[config.mk]
export PLATFORM = sky130hd
export DESIGN_NAME = audio_tx_path
export DESIGN_NICKNAME = d
export VERILOG_FILES = /design/src/rtl/audio_tx_pkg.sv /design/src/rtl/audio_tx_hold.sv /design/src/rtl/audio_tx_prevmem.sv /design/src/rtl/audio_tx_flags.sv /design/src/rtl/audio_tx_path.sv
export SDC_FILE = /design/constraint.sdc
export NUM_CORES = 1
export LEC_CHECK = 0
export ABC_AREA = 1
export BUFFER_PORTS_ARGS = -buffer_cell sky130_fd_sc_hd__buf_2
export CAP_MARGIN = 5
export CORE_ASPECT_RATIO = 1.75
export CORE_MARGIN = 4
export CORE_UTILIZATION = 60
export CTS_BUF_LIST = sky130_fd_sc_hd__clkbuf_2
export CTS_CLUSTER_DIAMETER = 120
export DETAILED_ROUTE_END_ITERATION = 16
export PLACE_DENSITY = 0.78
export SYNTH_ARGS = -nofsm -noshare
export SYNTH_HDL_FRONTEND = slang
export SYNTH_SLANG_ARGS = --single-unit
[constraint.sdc]
create_clock -name clk -period 4.99 [get_ports clk]
set_input_delay 0.499 -clock clk [delete_from_list [all_inputs] [get_ports clk]]
set_output_delay 0.499 -clock clk [all_outputs]
set_load 0.1 [all_outputs]
[src/rtl/audio_tx_pkg.sv]
package audio_tx_pkg;
  localparam int WORD_W = 32;

  typedef enum logic [1:0] {
    SW_8  = 2'd0,
    SW_16 = 2'd1,
    SW_32 = 2'd2
  } smp_width_e;

  // Right-justified extraction of one sample from the held word.
  function automatic logic [WORD_W-1:0] pick_sample(
    input logic [WORD_W-1:0] word,
    input logic [1:0]        width,
    input logic              packed_on,
    input logic              upper
  );
    logic [WORD_W-1:0] res;
    res = '0;
    if (packed_on && width == SW_8) begin
      res[7:0] = upper ? word[15:8] : word[7:0];
    end else if (packed_on && width == SW_16) begin
      res[15:0] = upper ? word[31:16] : word[15:0];
    end else if (width == SW_8) begin
      res[7:0] = word[7:0];
    end else if (width == SW_16) begin
      res[15:0] = word[15:0];
    end else begin
      res = word;
    end
    return res;
  endfunction
endpackage

[src/rtl/audio_tx_hold.sv]
module audio_tx_hold
  import audio_tx_pkg::*;
(
  input  logic              clk,
  input  logic              rst,
  input  logic              wr_valid,
  input  logic [WORD_W-1:0] wr_data,
  input  logic              take,
  input  logic              split,
  output logic              full,
  output logic              upper,
  output logic [WORD_W-1:0] word
);
  always_ff @(posedge clk) begin
    if (rst) begin
      full  <= 1'b0;
      upper <= 1'b0;
      word  <= '0;
    end else if (!full) begin
      if (wr_valid) begin
        full  <= 1'b1;
        upper <= 1'b0;
        word  <= wr_data;
      end
    end else if (take) begin
      if (split && !upper) begin
        upper <= 1'b1;
      end else begin
        full  <= 1'b0;
        upper <= 1'b0;
      end
    end
  end
endmodule

[src/rtl/audio_tx_prevmem.sv]
module audio_tx_prevmem #(
  parameter  int NUM_CH = 2,
  parameter  int DATA_W = 32,
  localparam int CH_W   = (NUM_CH > 1) ? $clog2(NUM_CH) : 1
) (
  input  logic              clk,
  input  logic              rst,
  input  logic              we,
  input  logic [CH_W-1:0]   wch,
  input  logic [DATA_W-1:0] wdata,
  input  logic              re,
  input  logic [CH_W-1:0]   rch,
  output logic [DATA_W-1:0] rdata,
  output logic              rseen
);
  logic [DATA_W-1:0] mem [NUM_CH];
  logic [NUM_CH-1:0] seen;

  // Plain synchronous write and read, suitable for RAM inference.
  always_ff @(posedge clk) begin
    if (we) mem[wch] <= wdata;
    if (re) rdata <= mem[rch];
  end

  always_ff @(posedge clk) begin
    if (rst) begin
      seen  <= '0;
      rseen <= 1'b0;
    end else begin
      if (we) seen[wch] <= 1'b1;
      if (re) rseen <= seen[rch];
    end
  end
endmodule

[src/rtl/audio_tx_flags.sv]
module audio_tx_flags #(
  parameter  int NUM_CH = 2,
  localparam int CH_W   = (NUM_CH > 1) ? $clog2(NUM_CH) : 1
) (
  input  logic              clk,
  input  logic              rst,
  input  logic              hit,
  input  logic [CH_W-1:0]   hit_ch,
  input  logic              clr_global,
  input  logic [NUM_CH-1:0] clr_chan,
  output logic              underrun,
  output logic [NUM_CH-1:0] und_chan
);
  logic [NUM_CH-1:0] hit_vec;

  always_comb begin
    hit_vec = '0;
    if (hit) hit_vec[hit_ch] = 1'b1;
  end

  always_ff @(posedge clk) begin
    if (rst) begin
      underrun <= 1'b0;
      und_chan <= '0;
    end else begin
      underrun <= hit | (underrun & ~clr_global);
      und_chan <= hit_vec | (und_chan & ~clr_chan);
    end
  end
endmodule

[src/rtl/audio_tx_path.sv]
module audio_tx_path
  import audio_tx_pkg::*;
#(
  parameter  int NUM_CH = 2,
  localparam int CH_W   = (NUM_CH > 1) ? $clog2(NUM_CH) : 1
) (
  input  logic              clk,
  input  logic              rst,
  input  logic              wr_valid,
  input  logic [31:0]       wr_data,
  input  logic              slot_req,
  input  logic [CH_W-1:0]   slot_ch,
  input  logic [1:0]        mode_width,
  input  logic              mode_compact,
  input  logic              mode_repeat,
  input  logic              clr_global,
  input  logic [NUM_CH-1:0] clr_chan,
  output logic              smp_valid,
  output logic [31:0]       smp_data,
  output logic              tx_ready,
  output logic              underrun,
  output logic [NUM_CH-1:0] und_chan
);
  logic              full, upper, split, starve;
  logic [WORD_W-1:0] word, cur_smp, prev_q;
  logic              prev_seen;
  logic              s1_valid, s1_und, s1_rep;
  logic [WORD_W-1:0] s1_smp;

  assign split    = mode_compact && (mode_width == SW_8 || mode_width == SW_16);
  assign tx_ready = !full;
  assign starve   = slot_req && !full;
  assign cur_smp  = pick_sample(word, mode_width, split, upper);

  audio_tx_hold u_hold (
    .clk(clk), .rst(rst), .wr_valid(wr_valid), .wr_data(wr_data),
    .take(slot_req), .split(split), .full(full), .upper(upper), .word(word)
  );

  audio_tx_prevmem #(.NUM_CH(NUM_CH), .DATA_W(WORD_W)) u_prev (
    .clk(clk), .rst(rst), .we(slot_req && full), .wch(slot_ch), .wdata(cur_smp),
    .re(slot_req), .rch(slot_ch), .rdata(prev_q), .rseen(prev_seen)
  );

  audio_tx_flags #(.NUM_CH(NUM_CH)) u_flags (
    .clk(clk), .rst(rst), .hit(starve), .hit_ch(slot_ch),
    .clr_global(clr_global), .clr_chan(clr_chan),
    .underrun(underrun), .und_chan(und_chan)
  );

  always_ff @(posedge clk) begin
    if (rst) begin
      s1_valid  <= 1'b0;
      s1_und    <= 1'b0;
      s1_rep    <= 1'b0;
      s1_smp    <= '0;
      smp_valid <= 1'b0;
      smp_data  <= '0;
    end else begin
      s1_valid  <= slot_req;
      s1_und    <= starve;
      s1_rep    <= mode_repeat;
      if (slot_req) s1_smp <= cur_smp;
      smp_valid <= s1_valid;
      if (s1_valid) begin
        if (!s1_und)                     smp_data <= s1_smp;
        else if (s1_rep && prev_seen)    smp_data <= prev_q;
        else                             smp_data <= '0;
      end
    end
  end
endmodule

==> flow_metrics.py <==
metrics = {
    "outcome": {
        "status": "completed",
    },
    "timing": {
        "worst_slew_pin_slew_ps": 1162,
        "finalWorstSetupSlack_ps": 2449,
        "hold_viol": 0,
        "final.setup.tns_ps": 0,
        "skew_ps": 40.30,
        "finalSetupViolations": 0,
        "fmax_mhz": 393.5,
        "slew_violations": 0,
        "rsz0062_at_grt": "no",
        "slew_headroom_pct": 22.44,
        "holdWs_ps": 53.39,
        "min_period_ps": 2541,
        "fin_crit_sh_pct": 50.92,
    },
    "min_path": {
        "worstHoldEndpoint": "u_hold.word[22]",
        "hp-class": "in -> reg",
        "hp-start": "wr_data[22]",
        "min_path_cells": 3,
    },
    "worst_setup_path": {
        "cpMostUsedCell": "a21oi_1",
        "max_stage_delay_ps": 1070,
        "crit_path_cell_trace": "inv_1 -> a21oi_1 -> a21oi_1",
        "reg2reg_depth": 3,
        "crit_path_end_kind": "flop",
        "cp.required_ps": 5560,
        "arrival_ps": 3110,
        "critPathSlowestCell": "dfxtp_1",
        "cp.buffers_inverters": 1,
        "critPathLaunchType": "flop",
        "crit_start": "s1_valid",
        "path_class": "reg -> reg",
        "rr_startpoint": "s1_valid",
        "timing.rr.end": "smp_data[11]",
        "crit_family": "flip-flops",
        "rrSetupSlack_ps": 2450,
        "crit_path_max_fanout": 33,
    },
    "floorplanning": {
        "io_pins": 81,
        "start_util_pct": 61.47,
        "die_w_um": 95.03,
        "die-area_um2": 15230,
        "fp.dieH_um": 160.3,
        "core_area_um2": 12940,
        "rows": 55,
    },
    "detailed_routing": {
        "drt_iter0_drc": 422,
        "num_vias": 6219,
        "drc": 0,
        "wl_per_cell_um": 15.96,
        "vias_per_cell": 5.422,
        "first_pass_iters": 6,
        "ant_nets": 0,
        "wl_um": 18300,
    },
    "pwr": {
        "ir_drop_v": 0.0001861,
        "p_per_area_nw_per_um2": 372.6,
        "power.leakage_nw": 3.900,
    },
    "final_layout": {
        "fillers": 1084,
        "finish.instance_area_um2": 8792,
        "syn_to_final_growth_pct": 10.56,
        "drive_gt1_share_pct": 17.03,
        "nets": 984,
    },
    "grt": {
        "grt_usage_pct": 24.65,
        "grt_max_degree": 91,
        "antenna_found_initial": 1,
        "grt_pass1_vias": 5926,
        "grt_overflow_total": 0,
        "grt_first_pass_wirelength_um": 29100,
    },
    "clock_network": {
        "clock-sinks": 204,
        "post_cts_resized": 0,
        "cts.clk_slew.worst_paths_ps": 110,
        "numCtsBuffers": 43,
        "clockBufferDepth": 3,
        "cts_tree": "done",
        "h-tree-depth": 2,
        "cts_setup_buffers": 0,
        "cts-root-buf": "clkbuf_2",
        "cts_hold_buf": 4,
        "insertion_delay_ps": 710,
    },
    "placed_design": {
        "place_congestion": 0.9090,
        "numPortBuffers": 80,
        "dp_worst_setup_slack_ps": 2429,
        "place_area_um2": 8346,
        "place_hpwl_um": 12140,
    },
    "flow_run": {
        "cap_viol_max_count": 0,
    },
    "synth": {
        "synth_cells": 858,
        "yosysUniqueCellTypes": 23,
        "ys_warn_count": 0,
        "yosysSeqAreaShare_pct": 63.44,
        "ys_seq_elements": 204,
        "syn_area_per_cell_um2": 9.269,
        "syn_area_um2": 7953,
        "syn_nets": 902,
    },
}
cells by family after synthesis:
family / synth area share (%)
buffers and inverters: 5.727
AND/OR/NAND/NOR: 17.28
AO/OA/AOI/OAI: 13.56
flip-flops: 63.44
metal layers:
metal,up-vias,wire (um),track usage (%)
li1,3040,-,-
met2,256,9389,42.05
met3,47,1185,4.124
met5,-,0,0
met4,0,898,13.67
met1,2876,6829,28.92
cell usage after synthesis:
| cell type | instances | share of area (%) |
|---|---|---|
| nor2_2 | 1 | 0.079 |
| inv_1 | 46 | 2.2 |
| nor2_4 | 2 | 0.28 |
| a21oi_1 | 90 | 5.7 |
| nand3_2 | 8 | 1.0 |
| nand3_1 | 9 | 0.57 |
| o31ai_1 | 1 | 0.094 |
| o211ai_1 | 8 | 0.76 |
| clkinv_1 | 2 | 0.094 |
| o21a_1 | 1 | 0.094 |
| nand2_4 | 1 | 0.14 |
| buf_4 | 5 | 0.47 |
| buf_6 | 4 | 0.57 |
| o32ai_1 | 2 | 0.22 |
| inv_2 | 1 | 0.047 |
| nand2_1 | 231 | 11 |
| dfxtp_1 | 108 | 27 |
| clkbuf_2 | 1 | 0.063 |
| buf_2 | 18 | 1.1 |
| o21ai_0 | 107 | 6.7 |
| nor2_1 | 91 | 4.3 |
| edfxtp_1 | 96 | 36 |
| clkbuf_1 | 25 | 1.2 |
worst register-to-register path: stages (launching register included):
cell     delay (ps)
dfxtp_1        1070
inv_1           850
a21oi_1         390
a21oi_1         100
through the flow:
stage | power, mW | utilization, % | instances
floorplan | 2.223 | - | 858
global placement | 2.316 | 64.51 | 1062
detailed placement | 2.325 | 64.51 | 1062
CTS | 3.298 | 67.94 | 1146
global route | 3.429 | 67.96 | 1147
finish | 3.276 | 67.96 | 1147
state kept, by name, summed over array words and instances (netlist names):
signal	cells
u_hold.upper	1
u_hold.full	1
smp_data	32
u_flags.und_chan	2
u_prev.mem	64
u_prev.rdata	32
s1_valid	1
s1_smp	32
u_prev.rseen	1
smp_valid	1
s1_und	1
u_flags.underrun	1
u_hold.word	32
s1_rep	1
u_prev.seen	2
how the worst max path moves through the flow:
stage / cells after the start / slack (ps) / end
after CTS: 3 / 2520 / smp_data[11]
final: 3 / 2450 / smp_data[11]
after global routing: 3 / 2250 / smp_data[11]
after floorplan: 3 / 2310 / u_prev.mem[1][0]
after detailed placement: 6 / 2430 / u_flags.und_chan[0]
after global placement: 6 / 2460 / u_flags.und_chan[0]
report_power, final:
group	total, mW	internal (mW)	leakage (nW)	switching (mW)
registers	1.89	1.84	1.84	0.0523
clock network	0.984	0.377	0.300	0.607
logic	0.400	0.0908	1.76	0.309
total	3.28	2.31	3.90	0.969
final cells by class:
type                       count  area (um^2)  area share, %
antenna                        1        2.502        0.02846
clock buffer                  59        295.3          3.358
clock inverter                21        108.9          1.238
inverter                      49        183.9          2.092
multi-input combinational    552         2457          27.95
sequential                   204         5045          57.38
tap                          171        214.0          2.433
timing repair buffer          90        485.5          5.522
cell usage in the layout (no fill, tap or decap):
| master | n |
|---|---|
| a21oi_1 | 90 |
| buf_2 | 80 |
| buf_4 | 6 |
| bufinv_16 | 1 |
| clkbuf_2 | 59 |
| clkinv_1 | 18 |
| clkinv_2 | 3 |
| dfxtp_1 | 108 |
| diode_2 | 1 |
| dlygate4sd3_1 | 4 |
| edfxtp_1 | 96 |
| inv_1 | 45 |
| inv_2 | 3 |
| nand2_1 | 231 |
| nand2_4 | 1 |
| nand3_1 | 9 |
| nand3_2 | 8 |
| nor2_1 | 89 |
| nor2_2 | 3 |
| nor2_4 | 2 |
| o211ai_1 | 8 |
| o21a_1 | 1 |
| o21ai_0 | 107 |
| o31ai_1 | 1 |
| o32ai_1 | 2 |
No activity file was read; power rests on OpenSTA's default activity.
